## src/rtl/snoop_pkg.sv

```systemverilog
`timescale 1ns/1ps
package snoop_pkg;

  localparam logic [7:0] SNP_CHECK  = 8'hFF;
  localparam logic [7:0] SNP_NONE   = 8'hFE;
  localparam logic [7:0] SNP_STRIPE = 8'h00;

  typedef enum logic [1:0] {ST_IDLE, ST_FETCH, ST_XFER, ST_PUSH} beat_state_e;

  // non-striped beats still to come after an opcode
  function automatic logic [7:0] opcode_count(input logic [7:0] op);
    case (op)
      8'h03, 8'h02, 8'hA2, 8'h32: return 8'd3;
      8'h0B, 8'h3B, 8'h6B, 8'hBB: return 8'd4;
      8'hEB:                      return 8'd6;
      default:                    return SNP_NONE;
    endcase
  endfunction

endpackage

```

## src/rtl/bit_striper.sv

```systemverilog
`timescale 1ns/1ps
module bit_striper #(
  parameter int LANES   = 2,
  parameter bit INVERSE = 1'b0
) (
  input  logic [LANES*8-1:0] data_i,
  output logic [LANES*8-1:0] data_o
);

  for (genvar l = 0; l < LANES; l++) begin : g_lane
    for (genvar j = 0; j < 8; j++) begin : g_bit
      if (INVERSE) begin : g_gather
        assign data_o[j*LANES+l] = data_i[l*8+j];
      end else begin : g_spread
        assign data_o[l*8+j] = data_i[j*LANES+l];
      end
    end
  end

endmodule

```

## src/rtl/snoop_tracker.sv

```systemverilog
`timescale 1ns/1ps
module snoop_tracker
  import snoop_pkg::*;
(
  input  logic       clk_i,
  input  logic       rst_ni,
  input  logic       cs_active_i,
  input  logic       beat_done_i,
  input  logic [7:0] opcode_i,
  output logic       striping_o
);

  logic [7:0] snp_q;

  always_ff @(posedge clk_i or negedge rst_ni) begin
    if (!rst_ni) begin
      snp_q <= SNP_CHECK;
    end else if (!cs_active_i) begin
      snp_q <= SNP_CHECK;
    end else if (beat_done_i) begin
      if (snp_q == SNP_CHECK) begin
        snp_q <= opcode_count(opcode_i);
      end else if (snp_q != SNP_NONE && snp_q != SNP_STRIPE) begin
        snp_q <= snp_q - 8'd1;
      end
    end
  end

  assign striping_o = (snp_q == SNP_STRIPE);

  assert_cs_rearm_R1: assert property (@(posedge clk_i) disable iff (!rst_ni)
    !cs_active_i |=> snp_q == SNP_CHECK);

  assert_count_step_R2: assert property (@(posedge clk_i) disable iff (!rst_ni)
    (cs_active_i && beat_done_i && snp_q != SNP_CHECK && snp_q != SNP_NONE && snp_q != SNP_STRIPE)
    |=> snp_q == $past(snp_q) - 8'd1);

  assert_deep_dummy_R3: assert property (@(posedge clk_i) disable iff (!rst_ni)
    (cs_active_i && beat_done_i && snp_q == SNP_CHECK && opcode_i == 8'hEB) |=> snp_q == 8'd6);

  assert_none_sticky_R4: assert property (@(posedge clk_i) disable iff (!rst_ni)
    (cs_active_i && snp_q == SNP_NONE) |=> snp_q == SNP_NONE);

  assert_stripe_sticky_R6: assert property (@(posedge clk_i) disable iff (!rst_ni)
    (cs_active_i && snp_q == SNP_STRIPE) |=> snp_q == SNP_STRIPE);

endmodule

```

## src/rtl/snoop_stripe_engine.sv

```systemverilog
`timescale 1ns/1ps
module snoop_stripe_engine
  import snoop_pkg::*;
#(
  parameter int LANES   = 2,
  parameter int LEVEL_W = 7
) (
  input  logic                         clk_i,
  input  logic                         rst_ni,
  input  logic                         flush_i,
  input  logic                         cs_active_i,
  input  logic                         linear_mode_i,
  input  logic [LEVEL_W-1:0]           tx_level_i,
  input  logic [LANES*8-1:0]           tx_data_i,
  output logic                         tx_pop_o,
  output logic [$clog2(LANES+1)-1:0]   tx_pop_cnt_o,
  output logic [LANES-1:0]             lane_req_o,
  output logic [LANES*8-1:0]           lane_tx_o,
  input  logic [LANES-1:0]             lane_ack_i,
  input  logic [LANES*8-1:0]           lane_rx_i,
  input  logic                         rx_full_i,
  output logic                         rx_push_o,
  output logic [7:0]                   rx_data_o,
  output logic                         underflow_o,
  output logic                         overflow_o
);

  localparam int BUS_W = LANES * 8;
  localparam int CNT_W = $clog2(LANES + 1);
  localparam int IDX_W = (LANES > 1) ? $clog2(LANES) : 1;

  beat_state_e      state_q;
  logic [BUS_W-1:0] lane_tx_q, lane_rx_q;
  logic [LANES-1:0] done_q;
  logic             beat_stripe_q;
  logic [7:0]       opcode_q;
  logic [IDX_W-1:0] push_idx_q;

  logic             striping, have_bytes, beat_done, all_done, last_push;
  logic [CNT_W-1:0] need;
  logic [LANES-1:0] ack_hit;
  logic [BUS_W-1:0] tx_striped, rx_unstriped;
  logic [7:0]       push_byte;

  bit_striper #(.LANES(LANES), .INVERSE(1'b0)) u_tx_spread (
    .data_i(tx_data_i),
    .data_o(tx_striped)
  );

  bit_striper #(.LANES(LANES), .INVERSE(1'b1)) u_rx_gather (
    .data_i(lane_rx_q),
    .data_o(rx_unstriped)
  );

  snoop_tracker u_snoop (
    .clk_i      (clk_i),
    .rst_ni     (rst_ni),
    .cs_active_i(cs_active_i),
    .beat_done_i(beat_done),
    .opcode_i   (opcode_q),
    .striping_o (striping)
  );

  assign need       = striping ? CNT_W'(LANES) : CNT_W'(1);
  assign have_bytes = tx_level_i >= LEVEL_W'(need);
  assign ack_hit    = lane_ack_i & lane_req_o;
  assign all_done   = &(done_q | ack_hit);
  assign beat_done  = (state_q == ST_XFER) && all_done;
  assign push_byte  = beat_stripe_q ? rx_unstriped[int'(push_idx_q)*8 +: 8] : lane_rx_q[7:0];
  assign last_push  = !beat_stripe_q || (push_idx_q == IDX_W'(LANES - 1));

  always_ff @(posedge clk_i or negedge rst_ni) begin
    if (!rst_ni) begin
      state_q       <= ST_IDLE;
      lane_tx_q     <= '0;
      lane_rx_q     <= '0;
      done_q        <= '0;
      beat_stripe_q <= 1'b0;
      opcode_q      <= '0;
      push_idx_q    <= '0;
    end else begin
      case (state_q)
        ST_IDLE: if (flush_i) state_q <= ST_FETCH;
        ST_FETCH: begin
          if (have_bytes) begin
            lane_tx_q     <= striping ? tx_striped : {LANES{tx_data_i[7:0]}};
            beat_stripe_q <= striping;
            opcode_q      <= tx_data_i[7:0];
            done_q        <= '0;
            state_q       <= ST_XFER;
          end else begin
            state_q <= ST_IDLE;
          end
        end
        ST_XFER: begin
          for (int l = 0; l < LANES; l++) begin
            if (ack_hit[l]) begin
              lane_rx_q[l*8 +: 8] <= lane_rx_i[l*8 +: 8];
              done_q[l]           <= 1'b1;
            end
          end
          if (all_done) begin
            push_idx_q <= '0;
            state_q    <= ST_PUSH;
          end
        end
        ST_PUSH: begin
          if (last_push) state_q <= ST_FETCH;
          else           push_idx_q <= push_idx_q + 1'b1;
        end
        default: state_q <= ST_IDLE;
      endcase
    end
  end

  assign tx_pop_o     = (state_q == ST_FETCH) && have_bytes;
  assign tx_pop_cnt_o = need;
  assign underflow_o  = (state_q == ST_FETCH) && !have_bytes && !linear_mode_i;
  assign lane_req_o   = (state_q == ST_XFER) ? ~done_q : '0;
  assign lane_tx_o    = lane_tx_q;
  assign rx_push_o    = (state_q == ST_PUSH) && !rx_full_i;
  assign overflow_o   = (state_q == ST_PUSH) && rx_full_i;
  assign rx_data_o    = push_byte;

  assert_pop_backed_R9: assert property (@(posedge clk_i) disable iff (!rst_ni)
    tx_pop_o |-> tx_level_i >= LEVEL_W'(tx_pop_cnt_o));

  assert_pop_size_R6: assert property (@(posedge clk_i) disable iff (!rst_ni)
    tx_pop_o |-> (tx_pop_cnt_o == CNT_W'(1) || tx_pop_cnt_o == CNT_W'(LANES)));

  assert_no_push_full_R8: assert property (@(posedge clk_i) disable iff (!rst_ni)
    rx_full_i |-> !rx_push_o);

  assert_linear_quiet_R9: assert property (@(posedge clk_i) disable iff (!rst_ni)
    linear_mode_i |-> !underflow_o);

  assert_req_release_R10: assert property (@(posedge clk_i) disable iff (!rst_ni)
    (lane_req_o[0] && lane_ack_i[0]) |=> !lane_req_o[0]);

  assert_no_pop_in_xfer_R10: assert property (@(posedge clk_i) disable iff (!rst_ni)
    (lane_req_o != '0) |-> !tx_pop_o && !rx_push_o);

endmodule

```

## config.mk

```make
export PLATFORM = sky130hd
export DESIGN_NAME = snoop_stripe_engine
export DESIGN_NICKNAME = d
export VERILOG_FILES = /design/src/rtl/snoop_pkg.sv /design/src/rtl/bit_striper.sv /design/src/rtl/snoop_tracker.sv /design/src/rtl/snoop_stripe_engine.sv
export SDC_FILE = /design/constraint.sdc
export NUM_CORES = 1
export LEC_CHECK = 0
export BUFFER_PORTS_ARGS = -buffer_cell sky130_fd_sc_hd__buf_2
export CORE_ASPECT_RATIO = 1.25
export CORE_MARGIN = 4
export CORE_UTILIZATION = 49
export CTS_BUF_LIST = sky130_fd_sc_hd__clkbuf_16
export DETAILED_ROUTE_END_ITERATION = 8
export GPL_ROUTABILITY_DRIVEN = 0
export GPL_TIMING_DRIVEN = 0
export MAX_ROUTING_LAYER = met4
export PLACE_DENSITY = 0.77
export REMOVE_ABC_BUFFERS = 1
export SLEW_MARGIN = 20
export SYNTH_ARGS = -nofsm -noshare
export SYNTH_HDL_FRONTEND = slang
export SYNTH_HIERARCHICAL = 1
export SYNTH_SLANG_ARGS = --single-unit
```

## constraint.sdc

```tcl
create_clock -name clk_i -period 3.8 [get_ports clk_i]
set_clock_uncertainty 0.2 [all_clocks]
set_input_delay 1.14 -clock clk_i [delete_from_list [all_inputs] [get_ports clk_i]]
set_output_delay 1.14 -clock clk_i [all_outputs]
set_load 0.1 [all_outputs]
```

# == After elaboration in Yosys (flattened, before gate mapping) ==
# Cells that the tools add are included.
# classes
n_shift,1
eq_ne,23
muxes,21
order_cmp,1
add_sub_neg,2
n_bitwise,3
n_reduce_logical,28
# ops
cell,count
2-to-1 mux 8 bit,5
== test 8 bit (second input constant),4
case mux 8 bit (3 select lines),1
== test 8 x 2 -> 1 bit (second input constant),2
== test 8 x 6 -> 1 bit (second input constant),2
2-to-1 mux 16 bit,1
indexed part select 16 x 5 -> 8 bit,1
2-to-1 mux 2 bit,7
!= test 2 bit (second input constant),7
AND reduction 3 bit,4
AND reduction 2 bit,5
== test 8 x 4 -> 1 bit (second input constant),1
== test 8 x 7 -> 1 bit (second input constant),1
zero test 8 bit,1
!= test 8 bit (second input constant),1
case mux 2 bit (4 select lines),1
nonzero test 8 bit,1
OR reduction 4 bit,2
subtractor 8 x 1 -> 8 bit (second input constant),1
greater-or-equal comparator 7 x 2 -> 1 bit,1
logical AND 1 bit,7
== test 2 bit (second input constant),2
zero test 1 bit,4
2-to-1 mux 1 bit,4
12 further kinds,13
# totals
wordCells,89
out_inout_bits,32
reg_bits,54
inputBits,47

# == Logic depth before layout (Yosys ltp) ==
# Gate-level depths: netlist of run 1.
# depth
ltp_word,8
ltp_mapped,13
ltp_nobuf,10

# == Cells and area by module ==
# Netlist of run 1, hierarchy kept.
# by_module_without_submodules
mod,cells_each,n_inst,area_each_um2,seq_area_each_um2
snoop_stripe_engine,212,1,2303.5,1151.1
snoop_tracker,91,1,762.0,210.2
bit_striper,16,2,120.1,0.0

# == Least setup slack after synthesis of run 1 ==
# OpenSTA, ideal clock, no wires.
# synth_timing
path_type,register to output
start,reg u_snoop.snp_q[2]
end,out underflow_o
path_slack_ps,-2392
stages_incl_launch_ff,11
t_arrival_ps,4852
path_buffers,2
path_cell_list,dfstp_2 nor4_2 nand3_1 inv_1 buf_2 clkbuf_1 inv_1 ha_1 nor2b_1 o211ai_1 nor3_1
# synth_between
elab_chain_cells,6
# synth_lines
item,line_no,source
start: declaration,snoop_tracker.sv:13,logic [7:0] snp_q;
start signal: assignment,snoop_tracker.sv:22,snp_q <= opcode_count(opcode_i);
start signal: assignment,snoop_tracker.sv:24,snp_q <= snp_q - 8'd1;
zero test 8 bit,snoop_tracker.sv:29,assign striping_o = (snp_q == SNP_STRIPE);
net striping,snoop_stripe_engine.sv:39,"logic striping, have_bytes, beat_done, all_done, last_push;"
2-to-1 mux 2 bit,snoop_stripe_engine.sv:64,assign need = striping ? CNT_W'(LANES) : CNT_W'(1);
net tx_pop_cnt_o[0],snoop_stripe_engine.sv:16,"output logic [$clog2(LANES+1)-1:0] tx_pop_cnt_o,"
greater-or-equal comparator 7 x 2 -> 1 bit,snoop_stripe_engine.sv:65,assign have_bytes = tx_level_i >= LEVEL_W'(need);
zero test 1 bit,snoop_stripe_engine.sv:118,assign underflow_o = (state_q == ST_FETCH) && !have_bytes && !linear_mode_i;
logical AND 1 bit (2 in series),snoop_stripe_engine.sv:118,
end: declaration,snoop_stripe_engine.sv:24,"output logic underflow_o,"
# The timed path passes the listed nets, and every way through them passes these cells.

# == Worst setup path in the final report of run 1 ==
# layout_timing
start,reg u_snoop.snp_q[4]
end,out underflow_o
# layout_between
elab_chain_cells,6
# layout_lines
item,line_no
zero test 8 bit,snoop_tracker.sv:29
2-to-1 mux 2 bit,snoop_stripe_engine.sv:64
greater-or-equal comparator 7 x 2 -> 1 bit,snoop_stripe_engine.sv:65
zero test 1 bit,snoop_stripe_engine.sv:118
logical AND 1 bit (2 in series),snoop_stripe_engine.sv:118
# Every way passes these cells.

==> results of run 1 <==
flip-flops by register name, indices dropped and copies added (netlist names):
register and flops:
beat_stripe_q 1, push_idx_q 1, u_snoop/snp_q 8, lane_tx_o 16, lane_rx_q 16, done_q 2, opcode_q 8, state_q 2
timing repair:
| item | in CTS | in global routing |
|---|---|---|
| endpoints found under the hold margin | 0 | 0 |
| gates resized for setup | 9 | 4 |
| setup buffers | 5 | 3 |
| pin swaps | 3 | 3 |
| cloned | 2 | 0 |
| setup endpoints to repair | 11 | 2 |
how the worst max path moves through the flow:
stage | startpoint | end | slack, ns
after global routing | u_snoop/snp_q[4]$_DFFE_PN1P_ | underflow_o | -0.04
after CTS | u_snoop/snp_q[2]$_DFFE_PN1P_ | underflow_o | 0.02
after floorplan | u_snoop/snp_q[2]$_DFFE_PN1P_ | underflow_o | -3.13
after detailed placement | u_snoop/snp_q[2]$_DFFE_PN1P_ | tx_pop_o | -1.01
after global placement | u_snoop/snp_q[2]$_DFFE_PN1P_ | tx_pop_o | -2.16
final | u_snoop/snp_q[4]$_DFFE_PN1P_ | underflow_o | 0.09
worst register-to-register path, stage by stage (launching register included):
cell and delay (ns):
dfstp_2 0.41, nor4_4 0.37, nand3_2 0.17, clkinvlp_4 0.12, inv_1 0.06, ha_1 0.32
nor2b_4 0.05, buf_4 0.15, o221ai_4 0.19, buf_4 0.26, buf_16 0.20, mux2_2 0.35
routing by layer:
metal / global-route usage [%] / part of all wire [%] / vias up
li1: - / - / 1261
met1: 23.51 / 41 / 1284
met2: 34.57 / 53 / 63
met3: 3.860 / 4.9 / 4
met4: 5.462 / 1.1 / 0
met5: - / 0 / -
per-stage QoR:
step / setup TNS, ns / cell area [sq um]
detailed placement: -1.987 / 3536
global placement: -24.48 / 3495
CTS: 0 / 3771
floorplan: -68.25 / 2995
finish: 0 / 3811
global route: -0.04814 / 3811
synthesized netlist by cell type (6+ instances only):
| cell | instances |
|---|---|
| dfstp_2 | 8 |
| dfrtp_1 | 46 |
| buf_4 | 33 |
| o21ai_0 | 6 |
| a21oi_1 | 46 |
| nor2_1 | 35 |
| ha_1 | 10 |
| mux2i_1 | 10 |
| a21oi_2 | 10 |
| nor2b_1 | 10 |
| nand2_1 | 9 |
| inv_1 | 15 |
| mux2_2 | 21 |
logic make-up (layout without fill, tap and decap cells):
| family | Yosys count | in the layout | share of synthesized area, % |
|---|---|---|---|
| buf+inv | 59 | 111 | 11.09 |
| simple gates | 83 | 83 | 13.78 |
| fa+ha+maj | 10 | 10 | 3.785 |
| mux | 35 | 35 | 12.00 |
| compound gates | 92 | 93 | 17.64 |
| xor+xnor | 2 | 2 | 0.5300 |
| flops | 54 | 54 | 41.18 |
| other cells | 0 | 1 | 0 |
layout make-up:
type	instances	area, sq um
multi-input cells	223	1634
well taps	87	108.9
fillers	586	2754
diodes	1	2.502
clock inverters	3	15.01
repair buffers	87	499.2
inverters	15	60.06
clock buffers	5	125.1
repair inverters	1	5.005
flip-flops and latches	54	1361
==> impl_metrics.json, run 1 <==
{
  "cp.depth": 9,
  "synthesis.area_sq_mm": 0.003306,
  "die-area_sq_mm": 0.008133,
  "synth-edff-count": 0,
  "io_buffers": 78,
  "worstPathArrival_ns": 2.37,
  "worst_slack_ns": 0.09035,
  "clk-insertion-delay-late_ns": 0.29,
  "path_clk_slew_ns": 0.07,
  "syn-mean-instance-area_sq_um": 9.868,
  "first_pass_iters": 4,
  "grt_pass1_vias": 2620,
  "synth_warnings": 6,
  "status": "finished clean",
  "drcViolationCount": 0,
  "hpwl_microns": 5123,
  "synth_area_leaders": "dfrtp_1 (35%), buf_4 (7.5%), mux2_2 (7.2%), a21oi_1 (7.0%), dfstp_2 (6.4%)",
  "grt_start_max_net_pins": 55,
  "synth_seq_cells": 54,
  "vias": 2612,
  "numCtsBuffers": 5,
  "finalSetupViolCount": 0,
  "max_freq_ghz": 0.2696,
  "grt_usage_pct": 20.01,
  "hold_path_depth": 1,
  "worstHoldStart": "lane_rx_q[11]$_DFFE_PN0P_",
  "cts_num_sinks": 54,
  "fin_nets": 444,
  "hold_path.class": "flop to flop",
  "antenna_found_initial": 1,
  "period_share_pct": 97.62,
  "ioPinCount": 79,
  "placed_cells_incl_taps": 457,
  "relSlewSlack_pct": 54.29,
  "grt_pass1_wl_microns": 12430,
  "fp-row-count": 33,
  "cp_num_buf_inv": 3,
  "timing.hold.ws_ns": 0.3096,
  "cp-end-kind": "output port",
  "worst_pin_slew_ns": 0.6857,
  "crit_family": "simple AND/OR/NAND/NOR gates",
  "r2r_end": "opcode_q[5]$_DFFE_PN0P_",
  "vias_per_cell": 5.487,
  "cpMaxStageDelayCell": "dfstp_2",
  "synth_cell_types": 53,
  "syn-instance-count": 335,
  "die_y_microns": 99.83,
  "synthFlopType": "dfrtp_1",
  "tritoncts": "done",
  "h-tree-depth": 2,
  "core_area_sq_mm": 0.006565,
  "ant_nets": 0,
  "drive_above_1_share_pct": 38.92,
  "ys_seq_area_share_pct": 41.18,
  "drt_wl_total_microns": 7465,
  "start_util_pct": 50.35,
  "die_w_microns": 81.47,
  "cp_max_fo": 6,
  "cp-start-kind": "flop",
  "async_flop_share_pct": 100.0,
  "r2r-start": "u_snoop/snp_q[4]$_DFFE_PN1P_",
  "min_to": "lane_rx_q[11]$_DFFE_PN0P_",
  "crit_chain": "nor4_4, nand3_2, clkinvlp_4, inv_1, ha_1, nor2b_4, o211ai_1, nor3_2, clkbuf_8",
  "final_common_cell": "buf_2",
  "cp.required_ns": 2.46,
  "grt_overflow": 0,
  "max-cap-violations": 0,
  "cts_hold_buffers": 0,
  "crit_type": "flop to output port",
  "root_buffer": "clkbuf_16",
  "area_growth_pct": 15.29,
  "yosys.area.top_type_share_pct": 34.82,
  "wl_per_cell_microns": 15.68,
  "cts_buffer_depth": 2,
  "final_util_pct": 58.05,
  "pre_cts_ws_ns": -1.013,
  "layout.cells.non_filler": 476,
  "critPathMaxStageDelay_ns": 0.41,
  "yosys.area.top_type": "dfrtp_1",
  "finalHoldViolCount": 0,
  "mostFrequentLayoutCells": "buf_2 (75), a21oi_1 (46), dfrtp_1 (46)",
  "rrSetupSlack_ns": 0.84,
  "period_needed_ns": 3.710,
  "r2r_cells": 11,
  "slew_viol_final": 0,
  "drt_iter0_markers": 174
}
Power of run 1 is left out: the tool's default activity adds up to more than one toggle a clock period on the data nets, which glitch-free logic cannot reach.
==> inputs of run 2 (changes only) <==
Settings changed: SETUP_SLACK_MARGIN set to 0.05.
Clock period 3.8 ns to 3.05 ns, I/O delays scaled along.
==> impl_metrics.json, run 2 (synthesis gave the netlist of run 1 again) <==
{
  "status": "finished, violations left",
  "violations": "setup timing",
  "slew_viol_final": 0,
  "ir_drop_mv": 0.8918,
  "pwr-share-clk_pct": 11.7,
  "path_clk_slew_ns": 0.07,
  "first_pass_iters": 4,
  "core_area_sq_mm": 0.006565,
  "grt_overflow": 0,
  "finalHoldViolCount": 0,
  "root_buffer": "clkbuf_16",
  "h-tree-depth": 2,
  "cpMaxStageDelayCell": "dfstp_2",
  "sequentialPowerShare_pct": 26.6,
  "design_area_sq_mm": 0.003921,
  "switchingPower_mw": 2.600,
  "p_per_area_mw_per_mm2": 1197,
  "drive_above_1_share_pct": 41.22,
  "worstPathArrival_ns": 2.26,
  "grt_start_max_net_pins": 55,
  "cp-start-kind": "flop",
  "die-area_sq_mm": 0.008133,
  "vias_per_cell": 5.590,
  "layout.cells.non_filler": 481,
  "p_int_mw": 2.094,
  "antenna_found_initial": 1,
  "fp-row-count": 33,
  "period_needed_ns": 3.377,
  "switching_share_pct": 55.39,
  "cp-startpoint": "u_snoop/snp_q[3]$_DFFE_PN1P_",
  "ioPinCount": 79,
  "mostFrequentLayoutCells": "buf_2 (72), a21oi_1 (46), dfrtp_1 (45)",
  "worst_slack_ns": -0.3271,
  "grt_usage_pct": 20.62,
  "relSlewSlack_pct": 53.89,
  "numCtsBuffers": 5,
  "cts_num_sinks": 54,
  "max-cap-violations": 0,
  "cp-end-kind": "output port",
  "tritoncts": "done",
  "clk-insertion-delay-late_ns": 0.29,
  "die_y_microns": 99.83,
  "die_w_microns": 81.47,
  "hpwl_microns": 5123,
  "wl_per_cell_microns": 16.28,
  "r2r-start": "u_snoop/snp_q[3]$_DFFE_PN1P_",
  "hold_path.class": "flop to flop",
  "worstHoldStart": "lane_rx_q[11]$_DFFE_PN0P_",
  "combPwrFrac_pct": 61.7,
  "fin_nets": 449,
  "finalSetupViolCount": 2,
  "start_util_pct": 50.35,
  "area_growth_pct": 18.62,
  "max_freq_ghz": 0.2961,
  "vias": 2689,
  "crit_chain": "nor4_4, nand3_4, clkinvlp_4, inv_4, ha_4, nor2b_4, o211ai_1, nor3_1, clkbuf_8",
  "cp.required_ns": 1.93,
  "drt_wl_total_microns": 7833,
  "rsz0062_at_grt": "true",
  "crit_type": "flop to output port",
  "io_buffers": 78,
  "grt_pass1_wl_microns": 12760,
  "critPathMaxStageDelay_ns": 0.40,
  "grt_pass1_vias": 2652,
  "drcViolationCount": 0,
  "p_leak_nw": 1.729,
  "dpl_cell_area_sq_mm": 0.003536,
  "ant_nets": 0,
  "period_share_pct": 110.7,
  "worst_pin_slew_ns": 0.6916,
  "drt_iter0_markers": 248,
  "final_common_cell": "buf_2",
  "cp_max_fo": 5,
  "cts_buffer_depth": 2,
  "placed_cells_incl_taps": 457
}
-- run 2: path summary, 6_finish.rpt --
check	slack (ns)	cells after the start	to
worst max-delay path	-0.33	9	underflow_o
worst min-delay path	0.31	1	lane_rx_q[11]$_DFFE_PN0P_
worst max register to register	0.19	11	opcode_q[5]$_DFFE_PN0P_
worst min register to register	0.31	1	lane_rx_q[11]$_DFFE_PN0P_
max in group asynchronous	1.70	1	push_idx_q$_DFFE_PN0P_
min in group asynchronous	0.47	1	lane_tx_o[15]$_DFFE_PN0P_
-- run 2: through the flow --
step / TNS, ns / worst slack, ns / hold WS, ns / power (mW) / util [%]
final: -0.6220 / -0.3271 / 0.3096 / 4.695 / 59.73
after global routing: -0.7806 / -0.4008 / 0.3302 / 4.944 / 59.73
after CTS: -0.6004 / -0.3068 / 0.3107 / 4.707 / 58.97
after detailed placement: -20.52 / -1.538 / 0.2948 / 4.032 / 53.86
after global placement: -47.10 / -2.687 / 0.2881 / 3.915 / 53.23
after floorplan: -97.36 / -3.655 / 0.2787 / 3.517 / -
-- run 2: layout make-up --
| cell class | count | area (sq um) |
|---|---|---|
| tap | 87 | 108.9 |
| sequential | 54 | 1363 |
| multi-input combinational | 223 | 1674 |
| timing repair buffer | 92 | 565.5 |
| antenna | 1 | 2.502 |
| clock buffer | 5 | 125.1 |
| inverter | 15 | 62.56 |
| timing repair inverter | 1 | 5.005 |
| fill | 571 | 2644 |
| clock inverter | 3 | 15.01 |
-- run 2: metal layers --
metal / GRT usage (%) / share of wire, % / up-vias
li1: - / - / 1270
met1: 23.90 / 40 / 1319
met2: 35.70 / 52 / 85
met3: 4.039 / 5.5 / 15
met4: 6.112 / 2.1 / 0
met5: - / 0 / -
-- run 2: critical path: cells and delay by family, from the launching register on --
kind | cells | cell delay (ns)
AOI/OAI and AO/OA | 1 | 0.08
adders and majority gates | 1 | 0.21
buffers and inverters | 3 | 0.47
DFF | 1 | 0.40
and+or+nand+nor | 4 | 0.81
-- run 2: what timing repair did --
| action | in CTS | in global routing |
|---|---|---|
| setup buffers | 10 | 4 |
| hold buffers | 0 | 0 |
| cloned | 2 | 0 |
| endpoints found under the setup margin | 32 | 7 |
| resized for setup | 22 | 8 |
| pin swaps | 4 | 4 |
-- run 2: power groups by stage --
stage / sequential, mW / combinational (mW) / clock [mW]
3_5_place_dp: 1.26 / 2.78 / 0
5_1_grt: 1.29 / 3.06 / 0.593
2_1_floorplan: 1.99 / 1.53 / 0
3_3_place_gp: 1.24 / 2.68 / 0
4_1_cts: 1.25 / 2.89 / 0.572
6_report: 1.25 / 2.90 / 0.549
(Power assumes the default switching activity.)
